### config.mk
export PLATFORM = sky130hd
export DESIGN_NAME = insn_len_decoder
export DESIGN_NICKNAME = d
export VERILOG_FILES = /design/src/rtl/ild_pkg.sv /design/src/rtl/ild_opclass.sv /design/src/rtl/ild_addr_calc.sv /design/src/rtl/ild_ctrl.sv /design/src/rtl/insn_len_decoder.sv
export SDC_FILE = /design/constraint.sdc
export NUM_CORES = 1
export LEC_CHECK = 0
export BUFFER_PORTS_ARGS = -buffer_cell sky130_fd_sc_hd__buf_2
export CORE_ASPECT_RATIO = 1.5
export CORE_UTILIZATION = 50
export CTS_CLUSTER_DIAMETER = 200
export DETAILED_ROUTE_END_ITERATION = 16
export PLACE_DENSITY = 0.74
export SYNTH_ARGS = -nofsm -noshare
export SYNTH_HDL_FRONTEND = slang
export SYNTH_SLANG_ARGS = --single-unit
export TNS_END_PERCENT = 10
### constraint.sdc
create_clock -name clk -period 6.21 [get_ports clk]
set_clock_uncertainty 0.2 [all_clocks]
set_input_delay 0.9315 -clock clk [delete_from_list [all_inputs] [get_ports clk]]
set_output_delay 0.9315 -clock clk [all_outputs]
set_load 0.02 [all_outputs]
### src/rtl/ild_pkg.sv
package ild_pkg;
  localparam int BYTE_W = 8;
  localparam int FLD_W  = 3;   // width of a field byte count (0..4)
  localparam logic [BYTE_W-1:0] OPSIZE_PFX = 8'h66;
  localparam logic [BYTE_W-1:0] ESC_BYTE   = 8'h0F;

  typedef enum logic [2:0] {
    ST_OPC,
    ST_ESC,
    ST_MODRM,
    ST_SIB,
    ST_TAIL
  } ild_state_e;

  typedef struct packed {
    logic             ok;
    logic             modrm;
    logic [FLD_W-1:0] imm_bytes;
  } op_info_t;
endpackage

### src/rtl/ild_opclass.sv
module ild_opclass
  import ild_pkg::*;
(
  input  logic [BYTE_W-1:0] opc,
  input  logic              esc,
  input  logic              wide16,
  output op_info_t          info
);
  logic [FLD_W-1:0] iv_bytes;

  always_comb begin
    iv_bytes = wide16 ? FLD_W'(2) : FLD_W'(4);
    info = '0;
    if (esc) begin
      if (opc inside {[8'h80:8'h8F]}) begin
        info.ok = 1'b1;
        info.imm_bytes = FLD_W'(4);
      end
    end else if (opc inside {[8'h40:8'h4F], 8'hC3, 8'hED, 8'hEF, 8'hF4}) begin
      info.ok = 1'b1;
    end else if (opc inside {[8'hB8:8'hBF]}) begin
      info.ok = 1'b1;
      info.imm_bytes = iv_bytes;
    end else if (opc == 8'h81) begin
      info.ok = 1'b1;
      info.modrm = 1'b1;
      info.imm_bytes = iv_bytes;
    end else if (opc == 8'h83) begin
      info.ok = 1'b1;
      info.modrm = 1'b1;
      info.imm_bytes = FLD_W'(1);
    end else if (opc inside {8'h01, 8'h03, 8'h29, 8'h89, 8'h8B}) begin
      info.ok = 1'b1;
      info.modrm = 1'b1;
    end else if (opc == 8'hE9) begin
      info.ok = 1'b1;
      info.imm_bytes = FLD_W'(4);
    end else if (opc inside {8'hEB, [8'h70:8'h7F]}) begin
      info.ok = 1'b1;
      info.imm_bytes = FLD_W'(1);
    end
  end
endmodule

### src/rtl/ild_addr_calc.sv
module ild_addr_calc
  import ild_pkg::*;
(
  input  logic [1:0]       mod_now,
  input  logic [2:0]       rm_now,
  input  logic [1:0]       mod_held,
  input  logic [2:0]       sib_base,
  output logic             need_sib,
  output logic [FLD_W-1:0] disp_modrm,
  output logic [FLD_W-1:0] disp_sib
);
  always_comb begin
    need_sib = (mod_now != 2'b11) && (rm_now == 3'b100);
    unique case (mod_now)
      2'b00:   disp_modrm = (rm_now == 3'b101) ? FLD_W'(4) : FLD_W'(0);
      2'b01:   disp_modrm = FLD_W'(1);
      2'b10:   disp_modrm = FLD_W'(4);
      default: disp_modrm = FLD_W'(0);
    endcase
    unique case (mod_held)
      2'b00:   disp_sib = (sib_base == 3'b101) ? FLD_W'(4) : FLD_W'(0);
      2'b01:   disp_sib = FLD_W'(1);
      2'b10:   disp_sib = FLD_W'(4);
      default: disp_sib = FLD_W'(0);
    endcase
  end
endmodule

### src/rtl/ild_ctrl.sv
module ild_ctrl
  import ild_pkg::*;
#(
  parameter int LEN_W = 4
) (
  input  logic              clk,
  input  logic              rst,
  input  logic              fire,
  input  logic [BYTE_W-1:0] cur_byte,
  input  op_info_t          op,
  input  logic              need_sib,
  input  logic [FLD_W-1:0]  disp_modrm,
  input  logic [FLD_W-1:0]  disp_sib,
  output logic              esc_phase,
  output logic              wide16,
  output logic [1:0]        mod_held,
  output logic              ready,
  output logic              done,
  output logic              err,
  output logic [LEN_W-1:0]  len,
  output logic [LEN_W-1:0]  opc_ofs,
  output logic              two_byte,
  output logic              f_modrm,
  output logic              f_sib,
  output logic              f_disp,
  output logic              f_imm
);
  localparam int REM_W = FLD_W + 1;

  ild_state_e       st_q, st_d;
  logic [LEN_W-1:0] cnt_q, ofs_q, ofs_d;
  logic             pfx_q, pfx_d, esc_q, esc_d;
  logic             mrm_q, mrm_d, sib_q, sib_d, dsp_q, dsp_d, imm_q, imm_d;
  logic [FLD_W-1:0] immb_q, immb_d;
  logic [REM_W-1:0] rem_q, rem_d;
  logic [1:0]       mod_q, mod_d;
  logic             fin, bad, take_op;

  assign esc_phase = (st_q == ST_ESC);
  assign wide16    = pfx_q;
  assign mod_held  = mod_q;

  always_comb begin
    st_d = st_q;   ofs_d = ofs_q;  pfx_d = pfx_q;  esc_d = esc_q;
    mrm_d = mrm_q; sib_d = sib_q;  dsp_d = dsp_q;  imm_d = imm_q;
    immb_d = immb_q; rem_d = rem_q; mod_d = mod_q;
    fin = 1'b0; bad = 1'b0; take_op = 1'b0;
    unique case (st_q)
      ST_OPC: begin
        if (cur_byte == OPSIZE_PFX && !pfx_q) begin
          pfx_d = 1'b1;
        end else if (cur_byte == ESC_BYTE) begin
          esc_d = 1'b1;
          ofs_d = cnt_q;
          st_d  = ST_ESC;
        end else begin
          ofs_d   = cnt_q;
          take_op = 1'b1;
        end
      end
      ST_ESC: take_op = 1'b1;
      ST_MODRM: begin
        mod_d = cur_byte[7:6];
        dsp_d = (disp_modrm != '0);
        if (need_sib) begin
          sib_d = 1'b1;
          st_d  = ST_SIB;
        end else begin
          rem_d = REM_W'(disp_modrm) + REM_W'(immb_q);
          if (rem_d == '0) fin = 1'b1;
          else st_d = ST_TAIL;
        end
      end
      ST_SIB: begin
        dsp_d = (disp_sib != '0);
        rem_d = REM_W'(disp_sib) + REM_W'(immb_q);
        if (rem_d == '0) fin = 1'b1;
        else st_d = ST_TAIL;
      end
      default: begin
        rem_d = rem_q - 1'b1;
        if (rem_q == REM_W'(1)) fin = 1'b1;
      end
    endcase

    if (take_op) begin
      if (!op.ok) begin
        bad = 1'b1;
        fin = 1'b1;
      end else begin
        immb_d = op.imm_bytes;
        imm_d  = (op.imm_bytes != '0);
        if (op.modrm) begin
          mrm_d = 1'b1;
          st_d  = ST_MODRM;
        end else if (op.imm_bytes != '0) begin
          rem_d = REM_W'(op.imm_bytes);
          st_d  = ST_TAIL;
        end else begin
          fin = 1'b1;
        end
      end
    end
  end

  always_ff @(posedge clk) begin
    if (rst) begin
      st_q <= ST_OPC; cnt_q <= '0; ofs_q <= '0; pfx_q <= 1'b0; esc_q <= 1'b0;
      mrm_q <= 1'b0; sib_q <= 1'b0; dsp_q <= 1'b0; imm_q <= 1'b0;
      immb_q <= '0; rem_q <= '0; mod_q <= '0;
      ready <= 1'b0; done <= 1'b0; err <= 1'b0;
      len <= '0; opc_ofs <= '0; two_byte <= 1'b0;
      f_modrm <= 1'b0; f_sib <= 1'b0; f_disp <= 1'b0; f_imm <= 1'b0;
    end else begin
      ready <= 1'b1;
      done  <= fire && fin;
      err   <= fire && bad;
      if (fire) begin
        if (fin) begin
          len      <= cnt_q + 1'b1;
          opc_ofs  <= ofs_d;
          two_byte <= esc_d;
          f_modrm  <= mrm_d & ~bad;
          f_sib    <= sib_d & ~bad;
          f_disp   <= dsp_d & ~bad;
          f_imm    <= imm_d & ~bad;
          st_q <= ST_OPC; cnt_q <= '0; ofs_q <= '0; pfx_q <= 1'b0; esc_q <= 1'b0;
          mrm_q <= 1'b0; sib_q <= 1'b0; dsp_q <= 1'b0; imm_q <= 1'b0;
          immb_q <= '0; rem_q <= '0; mod_q <= '0;
        end else begin
          st_q <= st_d; cnt_q <= cnt_q + 1'b1; ofs_q <= ofs_d;
          pfx_q <= pfx_d; esc_q <= esc_d;
          mrm_q <= mrm_d; sib_q <= sib_d; dsp_q <= dsp_d; imm_q <= imm_d;
          immb_q <= immb_d; rem_q <= rem_d; mod_q <= mod_d;
        end
      end
    end
  end
endmodule

### src/rtl/insn_len_decoder.sv
module insn_len_decoder
  import ild_pkg::*;
#(
  parameter int LEN_W = 4
) (
  input  logic              clk,
  input  logic              rst,
  input  logic              in_valid,
  input  logic [7:0]        in_byte,
  output logic              in_ready,
  output logic              out_done,
  output logic              out_err,
  output logic [LEN_W-1:0]  out_len,
  output logic [LEN_W-1:0]  out_opc_ofs,
  output logic              out_two_byte,
  output logic              out_modrm,
  output logic              out_sib,
  output logic              out_disp,
  output logic              out_imm
);
  op_info_t         op;
  logic             esc_phase, wide16, need_sib, fire;
  logic [1:0]       mod_held;
  logic [FLD_W-1:0] disp_modrm, disp_sib;

  assign fire = in_valid && in_ready;

  ild_opclass u_cls (
    .opc    (in_byte),
    .esc    (esc_phase),
    .wide16 (wide16),
    .info   (op)
  );

  ild_addr_calc u_addr (
    .mod_now    (in_byte[7:6]),
    .rm_now     (in_byte[2:0]),
    .mod_held   (mod_held),
    .sib_base   (in_byte[2:0]),
    .need_sib   (need_sib),
    .disp_modrm (disp_modrm),
    .disp_sib   (disp_sib)
  );

  ild_ctrl #(.LEN_W(LEN_W)) u_ctrl (
    .clk        (clk),
    .rst        (rst),
    .fire       (fire),
    .cur_byte   (in_byte),
    .op         (op),
    .need_sib   (need_sib),
    .disp_modrm (disp_modrm),
    .disp_sib   (disp_sib),
    .esc_phase  (esc_phase),
    .wide16     (wide16),
    .mod_held   (mod_held),
    .ready      (in_ready),
    .done       (out_done),
    .err        (out_err),
    .len        (out_len),
    .opc_ofs    (out_opc_ofs),
    .two_byte   (out_two_byte),
    .f_modrm    (out_modrm),
    .f_sib      (out_sib),
    .f_disp     (out_disp),
    .f_imm      (out_imm)
  );
endmodule

# After elaboration in Yosys (flattened, before gate mapping)
# Cells that the tools add are included.
[classes]
add_sub_neg = 4
magnitude_cmp = 8
eq_ne = 26
n_mux = 84
bitwise_logic = 5
n_reduce_logical = 31
[op_table]
columns = ["operator", "n"]
rows = [
  ["$eq A8 B8 Y1 const B", 10],
  ["$mux W3", 20],
  ["$mux W4", 11],
  ["$mux W1", 42],
  ["$pmux W3 S3", 3],
  ["$ge A8 B7 Y1 const B", 2],
  ["$ge A8 B8 Y1 const B", 2],
  ["$le A8 B7 Y1 const B", 2],
  ["$le A8 B8 Y1 const B", 2],
  ["$pmux W4 S3", 1],
  ["$reduce_bool A2 Y1", 6],
  ["$mux W5", 2],
  ["$reduce_bool A5 Y1", 2],
  ["$logic_and A1 B1 Y1", 9],
  ["$reduce_bool A3 Y1", 3],
  ["$add A3 B3 Y4", 2],
  ["$eq A8 B1 Y1 const B", 1],
  ["$eq A8 B2 Y1 const B", 1],
  ["$eq A8 B4 Y1 const B", 1],
  ["$eq A8 B6 Y1 const B", 1],
  ["$eq A8 B7 Y1 const B", 1],
  ["$logic_not A4 Y1", 2],
  ["$eq A3 B2 Y1 const B", 2],
  ["$eq A3 B3 Y1 const B", 2],
  ["18 further kinds", 28],
]
[totals]
register_bits = 42
in_bits = 11
output_inout_bits = 16
elab_cells = 180

# Logic depth before layout (Yosys ltp)
# Gate-level depths: netlist of the first run.
[depth]
ltp_word = 18
depth_mapped = 14
mapped_depth_nobuf = 12

# Modules after synthesis
# From an unflattened synthesis of the first run, not the netlist that was laid out.
[hier_totals]
cells_unflattened = 369
hier_area_um2 = 3056.7
[by_module_without_submodules]
columns = ["mod", "n_inst", "cells_each", "area_per_inst_um2", "seq_area_each_um2"]
rows = [
  ["ild_ctrl", 1, 314, 2720.1, 840.8],
  ["ild_opclass", 1, 41, 247.7, 0.0],
  ["ild_addr_calc", 1, 13, 82.6, 0.0],
  ["insn_len_decoder", 1, 1, 6.3, 0.0],
]

# Least setup slack after synthesis of the first run
# Ideal clock, no wire load.
[synth_path]
path_kind = "input -> register"
startpoint = "input in_byte[1]"
endpoint = "register u_ctrl.len[3]"
arrival_ns = 3.417
t_required_ns = 5.893
setup_slack_ns = 2.476
stages = 13
n_path_buf = 2
cell_sequence = "buf_2 > nor2b_1 > a21oi_1 > nor2_1 > ha_1 > a31o_1 > or4_4 > nor3_2 > o31a_4 > o21a_2 > a21oi_2 > buf_6 > a22o_1"
[synth_between]
elab_chain_len = 17
[synth_lines]
columns = ["item", "line_no", "text"]
rows = [
  ["start, declared", "insn_len_decoder.sv:9", "input logic [7:0] in_byte,"],
  ["$ge A8 B7 Y1 / $le A8 B7 Y1 (equally long branches)", "ild_opclass.sv:38", "end else if (opc inside {8'hEB, [8'h70:8'h7F]}) begin"],
  ["$logic_and A1 B1 Y1", "ild_opclass.sv:38", ""],
  ["$reduce_bool A2 Y1", "ild_opclass.sv:38", ""],
  ["$mux W1", "ild_opclass.sv:38", ""],
  ["$mux W3", "ild_opclass.sv:35", "end else if (opc == 8'hE9) begin"],
  ["$mux W3", "ild_opclass.sv:32", "end else if (opc inside {8'h01, 8'h03, 8'h29, 8'h89, 8'h8B}) begin"],
  ["$mux W5", "ild_opclass.sv:28", "end else if (opc == 8'h83) begin"],
  ["$mux W5", "ild_opclass.sv:24", "end else if (opc == 8'h81) begin"],
  ["$mux W3", "ild_opclass.sv:21", "end else if (opc inside {[8'hB8:8'hBF]}) begin"],
  ["$mux W4", "ild_opclass.sv:19", "end else if (opc inside {[8'h40:8'h4F], 8'hC3, 8'hED, 8'hEF, 8'hF4}) begin"],
  ["$mux W3", "ild_opclass.sv:14", "if (esc) begin"],
  ["$reduce_bool A3 Y1", "ild_ctrl.sv:96", "end else if (op.imm_bytes != '0) begin"],
  ["$mux W1", "ild_ctrl.sv:96", ""],
  ["$mux W1", "ild_ctrl.sv:93", "if (op.modrm) begin"],
  ["$mux W1", "ild_ctrl.sv:87", "if (!op.ok) begin"],
  ["$mux W1 *", "ild_ctrl.sv:86", "if (take_op) begin"],
  ["$reduce_and A2 Y1 (no line) *", "--", ""],
  ["end signal, assigned", "ild_ctrl.sv:120", "len <= cnt_q + 1'b1;"],
  ["end, declared", "ild_ctrl.sv:20", "output logic [LEN_W-1:0] len,"],
]
# Mark *: on every way between the ends. The rest lies on a longest branch, timed or not.
# A chain may end at the register's enable or synchronous reset.

# Final worst setup path of the first run
[layout_path]
startpoint = "input in_byte[0]"
endpoint = "register u_ctrl.f_disp"
[layout_between]
elab_chain_len = 17
[layout_lines]
columns = ["item", "line_no", "text"]
rows = [
  ["$ge A8 B7 Y1 / $le A8 B7 Y1 (equally long branches)", "ild_opclass.sv:38", ""],
  ["$logic_and A1 B1 Y1", "ild_opclass.sv:38", ""],
  ["$reduce_bool A2 Y1", "ild_opclass.sv:38", ""],
  ["$mux W1", "ild_opclass.sv:38", ""],
  ["$mux W3", "ild_opclass.sv:35", ""],
  ["$mux W3", "ild_opclass.sv:32", ""],
  ["$mux W5", "ild_opclass.sv:28", ""],
  ["$mux W5", "ild_opclass.sv:24", ""],
  ["$mux W3", "ild_opclass.sv:21", ""],
  ["$mux W4", "ild_opclass.sv:19", ""],
  ["$mux W3", "ild_opclass.sv:14", ""],
  ["$reduce_bool A3 Y1", "ild_ctrl.sv:96", ""],
  ["$mux W1", "ild_ctrl.sv:96", ""],
  ["$mux W1", "ild_ctrl.sv:93", ""],
  ["$mux W1", "ild_ctrl.sv:87", ""],
  ["$mux W1", "ild_ctrl.sv:86", ""],
  ["$reduce_and A2 Y1 (no line)", "--", ""],
  ["end signal, assigned", "ild_ctrl.sv:125", "f_disp <= dsp_d & ~bad;"],
  ["end, declared", "ild_ctrl.sv:25", "output logic f_disp,"],
]
# Parallel ways exist; a longest one is shown, timed or not.

==> reports/metrics.yaml, run 1 <==
critical_path:
  cp.required_ps: 6260
  cp_max_fo: 21
  startpoint_type: "input port"
  crit_type: "in2reg"
  cp-end-kind: "register"
  arrival_ps: 3880
timing:
  setup_viol: 0
  fin_ws_ps: 2380
  fmaxAchievable_ghz: 0.261
  post-route-min-period_ps: 3830
  fin_setup_tns_ps: 0
  slew_headroom_pct: 48.0
  rsz0062_at_grt: "no"
  final_hold_viol_count: 0
  slew_viol_final: 0
  tightest_slew_ps: 778
  fin_hold_ws_ps: 263
  fin_crit_sh_pct: 61.7
synthesis:
  synth_area_sq_mm: 0.00262
  syn_inst: 313
  avgSynthCellArea_sq_um: 8.37
  async_flop_share_pct: 0
  yosys.area_share.simple_pct: 29.5
  yosys_warnings: 0
  yosysSeqAreaShare_pct: 32.1
  synth_compound_area_share_pct: 26.4
  ys_types: 72
  synth_top_family_by_area: "simple AND/OR/NAND/NOR gates"
  ys_ff_latch: 42
  synth_nets: 333
  synth_ff_type: "dfxtp_1"
  synthXorXnorAreaFrac_pct: 1.67
  muxShareOfSynthArea_pct: 1.15
  synth-edff-count: 0
  yosys.area_share.adder_pct: 4.30
pwr:
  p_leak_nw: 1.09
  totalPowerFinal_w: 0.000515
  irDropWorstVdd_v: 0.000145
  cellPowerDensity_mw_per_mm2: 182
floorplanning:
  io_pins: 27
  die_x_um: 61.1
  initial_core_util_pct: 53.2
  die_y_um: 90.7
  rows: 31
  die_area_sq_mm: 0.00554
  core-area_sq_mm: 0.00493
routing:
  wl_per_cell_um: 16.8
  totalWireLength_mm: 6.64
  vias: 2462
  dr.pass1.iters: 4
  vias_per_cell: 6.23
  drc_errors: 0
  ant_nets: 0
  drt-initial-drc-count: 120
finish:
  final_cells: 395
  fin_nets: 348
  final.fill_count: 487
  layout_common_cells: "dfxtp_1, nor2_1, nand2_1"
  synthToLayoutAreaGrowth_pct: 8.02
  antennaDiodeCount: 0
  drive_above_1_share_pct: 17.6
  layout_commonest_cell: "dfxtp_1"
clocking:
  clk_pin_slew_ps: 90
  cts.path.max_buffers: 2
  post-cts-setup-buffers: 0
  root_buffer: "clkbuf_8"
  ctsHoldBuffers: 0
  clkSinkCount: 42
  htreeDepth: 2
  cts_buffers: 5
  cts_tree: "yes"
  clock_latency_ps: 300
  ctsResizeCount: 0
grt:
  grt_use_total_pct: 25.3
  grt_overflow: 0
  grt_max_degree: 25
  grt_pass1_wl_mm: 10.5
  antenna_found_initial: 0
  grt_pass1_vias: 2262
placement:
  numPortBuffers: 26
  place_congestion: 0.932
  place_hpwl_mm: 4.98
  dp_slack_ps: 2100
  placedCellCount: 387
flow_run:
  cap_viol_max_count: 0
worst_hold_path:
  hp-class: "reg2reg"
status:
  status: "finished clean"
[cell type report]
type                    instances  area [sq um]  share of cell area, %
multi-input cells             244          1650                   58.3
flip-flops and latches         42           841                   29.7
repair buffers                 27           138                   4.86
well taps                      66          82.6                   2.92
clock buffers                   5          68.8                   2.43
inverters                       8          30.0                   1.06
clock inverters                 3          21.3                  0.751
[metal layers]
layer / GRT usage, % / up-vias / part of all wire (%)
met5: 0 / - / 0
met4: 18.4 / 0 / 5.0
met3: 4.30 / 25 / 4.1
met2: 40.2 / 78 / 50
met1: 29.0 / 1163 / 41
li1: - / 1196 / -
[final timing paths]
| kind | start | cells after the start | slack (ps) | end |
|---|---|---|---|---|
| hold reg to reg | u_ctrl.imm_q$_SDFFE_PP0P_ | 2 | 260 | u_ctrl.imm_q$_SDFFE_PP0P_ |
| setup reg to reg | u_ctrl.mod_held[0]$_SDFFE_PP0P_ | 12 | 3090 | u_ctrl.f_disp$_SDFFE_PP0P_ |
| hold / removal | u_ctrl.imm_q$_SDFFE_PP0P_ | 2 | 260 | u_ctrl.imm_q$_SDFFE_PP0P_ |
| setup / recovery | in_byte[0] | 14 | 2380 | u_ctrl.f_disp$_SDFFE_PP0P_ |
[worst max-delay path: stages]
cell and delay (ps):
buf_2 170, nor2b_1 300, a21oi_1 110, nor2_1 140, ha_1 270, a31oi_1 240, or4b_1 500, nor2_1 220
o31a_4 200, a31oi_2 40, buf_4 220, nand2b_4 190, inv_2 150, a32o_1 180
[cells by family (layout without fill, tap and decap cells)]
| logic type | Yosys count | count (layout) |
|---|---|---|
| simple gates | 137 | 137 |
| xor+xnor | 5 | 5 |
| buf+inv | 27 | 43 |
| mux | 3 | 3 |
| flops | 42 | 42 |
| compound gates | 90 | 90 |
| fa+ha+maj | 9 | 9 |
[synthesized netlist by cell type, drive strengths merged (2+ instances only)]
cell type | count | area, sq um
dfxtp | 42 | 841
nor2 | 33 | 124
nand2 | 32 | 125
a21oi | 24 | 128
buf | 11 | 70.1
o21ai | 11 | 70.1
nand3 | 10 | 50.1
ha | 9 | 113
a22o | 8 | 70.1
a31oi | 8 | 62.6
clkbuf | 8 | 30.0
inv | 8 | 30.0
nand2b | 8 | 57.6
and2 | 7 | 46.3
nand4 | 7 | 43.8
nor2b | 7 | 46.3
nor3 | 7 | 40.0
a22oi | 5 | 42.5
o2bb2ai | 5 | 43.8
a32o | 4 | 40.0
nand4b | 4 | 35.0
a221oi | 3 | 26.3
and3 | 3 | 18.8
mux2i | 3 | 30.0
nor3b | 3 | 22.5
o21bai | 3 | 22.5
or3 | 3 | 23.8
xor2 | 3 | 26.3
a32oi | 2 | 17.5
a41oi | 2 | 36.3
nor4b | 2 | 32.5
o211ai | 2 | 15.0
o31ai | 2 | 15.0
or2 | 2 | 12.5
xnor2 | 2 | 17.5
[through the flow]
| step | utilization, % | cell area, sq um |
|---|---|---|
| floorplan | - | 2620 |
| global placement | 55.7 | 2740 |
| detailed placement | 55.7 | 2740 |
| CTS | 57.5 | 2830 |
| global route | 57.5 | 2830 |
| finish | 57.5 | 2830 |
[sequential cells by signal (all words and copies together), names as in the netlist]
register	cells
u_ctrl.f_sib	1
u_ctrl.len	4
u_ctrl.f_disp	1
u_ctrl.opc_ofs	4
u_ctrl.st_q	3
u_ctrl.mod_held	2
u_ctrl.wide16	1
u_ctrl.ofs_q	4
u_ctrl.imm_q	1
u_ctrl.dsp_q	1
u_ctrl.two_byte	1
u_ctrl.mrm_q	1
u_ctrl.done	1
u_ctrl.esc_q	1
u_ctrl.sib_q	1
u_ctrl.cnt_q	4
u_ctrl.f_imm	1
u_ctrl.ready	1
u_ctrl.rem_q	4
u_ctrl.err	1
u_ctrl.immb_q	3
u_ctrl.f_modrm	1
[where the power goes]
group	internal, W	total, W	leakage, nW	switching [W]
registers	0.000271	0.000273	0.339	0.00000159
clock network	0.0000790	0.000180	0.0441	0.000101
logic	0.0000195	0.0000621	0.707	0.0000426
(Power assumes the default switching activity.)
==> run 2: changes to the inputs <==
--- a/config.mk
+++ b/config.mk
@@ -5,12 +5,13 @@
 export SDC_FILE = /design/constraint.sdc
 export NUM_CORES = 1
 export LEC_CHECK = 0
+export ABC_AREA = 1
 export BUFFER_PORTS_ARGS = -buffer_cell sky130_fd_sc_hd__buf_2
 export CORE_ASPECT_RATIO = 1.5
 export CORE_UTILIZATION = 50
 export CTS_CLUSTER_DIAMETER = 200
 export DETAILED_ROUTE_END_ITERATION = 16
-export PLACE_DENSITY = 0.74
+export PLACE_DENSITY = 0.77
 export SYNTH_ARGS = -nofsm -noshare
 export SYNTH_HDL_FRONTEND = slang
 export SYNTH_SLANG_ARGS = --single-unit
==> constraint.sdc (replaced) <==
create_clock -name clk -period 3.5 [get_ports clk]
set_clock_uncertainty 0.2 [all_clocks]
set_input_delay 0.525 -clock clk [delete_from_list [all_inputs] [get_ports clk]]
set_output_delay 0.525 -clock clk [all_outputs]
set_load 0.02 [all_outputs]
==> run 2 against run 1 <==
Net effect:
- the run now ends with DRC left
- clock-buffer cell count did not move
- sequential power rose by 78%
- largest cell class unchanged
- sequential share of layout area fell by 1.1 points
- worst setup slack got worse by 1700 ps
- final cell count rose by 26%
- routed wire length rose by 1.7%
- hold slack improved by 0.84 ps
- clock power rose to 2.5 times the previous value
- first-iteration DRC count rose by 25%
- non-clock buffer count rose by 1
- highest routed layer unchanged
- flip-flop and latch count did not move
- synthesized cell count rose by 29%
==> reports/metrics.yaml, run 2 <==
critical_path:
  arrival_ps: 2850  # -1030 ps
  cp.required_ps: 3530  # -2730 ps
  r2r-start: "u_ctrl.mod_held[1]$_SDFFE_PP0P_"
  timing.rr.end: "u_ctrl.mod_held[1]$_SDFFE_PP0P_"
  crit_type: "in2reg"
  startpoint: "in_byte[2]"
  startpoint_type: "input port"
  cp_max_fo: 15  # -29%
  cp-end-kind: "register"
  crit_end: "u_ctrl.mod_held[1]$_SDFFE_PP0P_"
  reg2reg_depth: 14  # +2
  r2r_slack_ps: 800  # -2290 ps
floorplanning:
  rows: 32  # +3.2%
  die_y_um: 91.0  # +0.30%
  core-area_sq_mm: 0.00512  # +4.0%
  io_pins: 27  # unchanged
  die_x_um: 61.3  # +0.29%
  die_area_sq_mm: 0.00558  # +0.60%
  initial_core_util_pct: 51.5  # -1.7 points
placement:
  numPortBuffers: 26  # unchanged
  place_hpwl_mm: 5.22  # +4.9%
  place_congestion: 1.03  # +10%
  dp_slack_ps: 406  # -1690 ps
timing:
  final_hold_viol_count: 0  # unchanged
  post-route-min-period_ps: 2820
  fmaxAchievable_ghz: 0.355
  fin_setup_tns_ps: 0  # unchanged
  slew_headroom_pct: 65.0  # +17 points
  fin_hold_ws_ps: 264  # +0.835 ps
  setup_viol: 0  # unchanged
  fin_ws_ps: 684  # -1690 ps
  slew_viol_final: 0  # unchanged
  rsz0062_at_grt: "no"
  fin_crit_sh_pct: 80.5
  tightest_slew_ps: 525  # -253 ps
clocking:
  cts_tree: "yes"
  ctsHoldBuffers: 0  # unchanged
  cts_buffers: 5  # unchanged
  clock_latency_ps: 300  # about the same
  post-cts-setup-buffers: 0  # unchanged
  clkSinkCount: 42  # unchanged
  clk_pin_slew_ps: 80  # about the same
  root_buffer: "clkbuf_8"
  htreeDepth: 2  # unchanged
  cts.path.max_buffers: 2  # unchanged
  ctsResizeCount: 0  # unchanged
pwr:
  p_int_w: 0.000799  # +120%
  switching_power_w: 0.000251  # +73%
  swShare_pct: 23.9  # -4.3 points
  clockPowerShare_pct: 43.3  # +8.3 points
  pwr-share-seq_pct: 46.2  # -6.8 points
  p_comb_share_pct: 10.4  # -1.7 points
  p_leak_nw: 1.36  # +24%
  irDropWorstVdd_v: 0.000330  # +130%
  cellPowerDensity_mw_per_mm2: 357  # +96%
synthesis:
  async_flop_share_pct: 0  # unchanged
  synth_top_area_share_pct: 31.9  # -0.20 points
  yosys_warnings: 0  # unchanged
  synth_ff_type: "dfxtp_1"
  synth-edff-count: 0  # unchanged
  yosysTopAreaCell: "dfxtp_1"
  synth_area_leaders: "dfxtp_1, nand2_1, a21oi_1"
  ys_types: 36  # -50%
  ys_ff_latch: 42  # unchanged
  syn_inst: 404  # +29%
  synth_area_sq_mm: 0.00264  # +0.62%
  synth_nets: 424  # +27%
  yosysMostFrequentCell: "nand2_1"
  yosysSeqAreaShare_pct: 31.9  # -0.20 points
  synthTopCellsByCount: "nand2_1, nor2_1, dfxtp_1, a21oi_1, inv_1"
  avgSynthCellArea_sq_um: 6.53  # -22%
finish:
  final.fill_count: 561  # +15%
  drive_above_1_share_pct: 15.6  # -2.0 points
  synthToLayoutAreaGrowth_pct: 11.7
  layout_common_cells: "nand2_1, nor2_1, dfxtp_1"
  regArea_sq_um: 841  # unchanged
  layout_commonest_cell: "nand2_1"
  multi_input_area_sq_mm: 0.00158  # -4.3%
  fin_nets: 448  # +29%
  antennaDiodeCount: 0  # unchanged
routing:
  wl_met1_mm: 2.71  # +0.15%
  ant_nets: 0  # unchanged
  wl_per_cell_um: 13.6  # -19%
  drt-initial-drc-count: 150  # +25%
  routed-wl-met2_mm: 3.39  # +2.0%
  vias_per_cell: 5.42  # -13%
  dr.max_layer_used: "met4"
  totalWireLength_mm: 6.75  # +1.7%
  vias: 2694  # +9.4%
  drc_errors: 1  # +1
  dr.pass1.iters: 10  # +6
  wl_met3_um: 310  # +13%
status:
  failed_checks: "DRC"
  status: "complete, but fails checks"
grt:
  grt_max_degree: 26  # +4.0%
  antenna_found_initial: 0  # unchanged
  grt_use_total_pct: 26.7  # +1.4 points
  grt_pass1_vias: 2487  # +9.9%
  grt_overflow: 0  # unchanged
  grt_pass1_wl_mm: 11.3  # +7.9%
worst_hold_path:
  hp-class: "reg2reg"
  whs_path_depth: 2  # unchanged
flow_run:
  cap_viol_max_count: 0  # unchanged
[run 2: power by group through the flow]
stage                     clock [W]  combinational, W  sequential, W
final                      0.000455          0.000109       0.000486
after global routing       0.000480          0.000122       0.000486
after CTS                  0.000462          0.000109       0.000486
after detailed placement          0          0.000109       0.000497
after global placement            0          0.000106       0.000497
after floorplan                   0         0.0000735       0.000500
[run 2: cell type report]
| class | count | share of cell area (%) |
|---|---|---|
| Multi-Input combinational cell | 309 | 53.6 |
| Sequential cell | 42 | 28.5 |
| Inverter | 42 | 5.35 |
| Timing Repair Buffer | 28 | 4.93 |
| Tap cell | 68 | 2.89 |
| Clock buffer | 5 | 2.34 |
| Clock inverter | 3 | 2.34 |
[run 2: cells by family (layout without fill, tap and decap cells)]
logic type / after synthesis / count (layout) / synth area share (%)
AOI/OAI and AO/OA: 75 / 75 / 16.3
and+or+nand+nor: 220 / 220 / 37.7
xor gates and xnor gates: 5 / 5 / 1.66
adders and majority gates: 9 / 9 / 4.27
DFF: 42 / 42 / 31.9
buffers and inverters: 53 / 78 / 8.25
[run 2: how the worst min path moves through the flow]
stage / startpoint / endpoint
floorplan: u_ctrl.mrm_q$_SDFFE_PP0P_ / u_ctrl.mrm_q$_SDFFE_PP0P_
global placement: u_ctrl.mrm_q$_SDFFE_PP0P_ / u_ctrl.mrm_q$_SDFFE_PP0P_
detailed placement: u_ctrl.ofs_q[0]$_SDFFE_PP0P_ / u_ctrl.ofs_q[0]$_SDFFE_PP0P_
CTS: u_ctrl.ofs_q[0]$_SDFFE_PP0P_ / u_ctrl.ofs_q[0]$_SDFFE_PP0P_
global route: u_ctrl.cnt_q[3]$_SDFFE_PP0P_ / u_ctrl.cnt_q[3]$_SDFFE_PP0P_
finish: u_ctrl.ofs_q[0]$_SDFFE_PP0P_ / u_ctrl.ofs_q[0]$_SDFFE_PP0P_
[run 2: through the flow]
step / util [%] / area (sq um) / power, W / std cells
3_5_place_dp: 54.8 / 2810 / 0.000605 / 489
5_1_grt: 57.5 / 2950 / 0.00109 / 497
6_report: 57.5 / 2950 / 0.00105 / 497
2_1_floorplan: - / 2640 / 0.000573 / 404
4_1_cts: 57.5 / 2950 / 0.00106 / 497
3_3_place_gp: 54.8 / 2810 / 0.000603 / 489
[run 2: metal layers]
metal / global-route usage (%) / vias up
li1: - / 1361
met1: 31.7 / 1208
met2: 43.4 / 99
met3: 3.13 / 26
met4: 17.2 / 0
met5: 0 / -
[run 2: worst max-delay path, cell delays in order]
cell and delay, ps:
buf_2 120, inv_1 110, nor2_1 70, o21a_1 190
ha_1 330, xnor2_1 320, nand4_1 180, o21ai_1 130
a21oi_2 80, nand2_4 140, nand2_4 70, inv_2 110
nand2_4 130, nand2_2 130, o21ai_1 60, a21oi_1 140
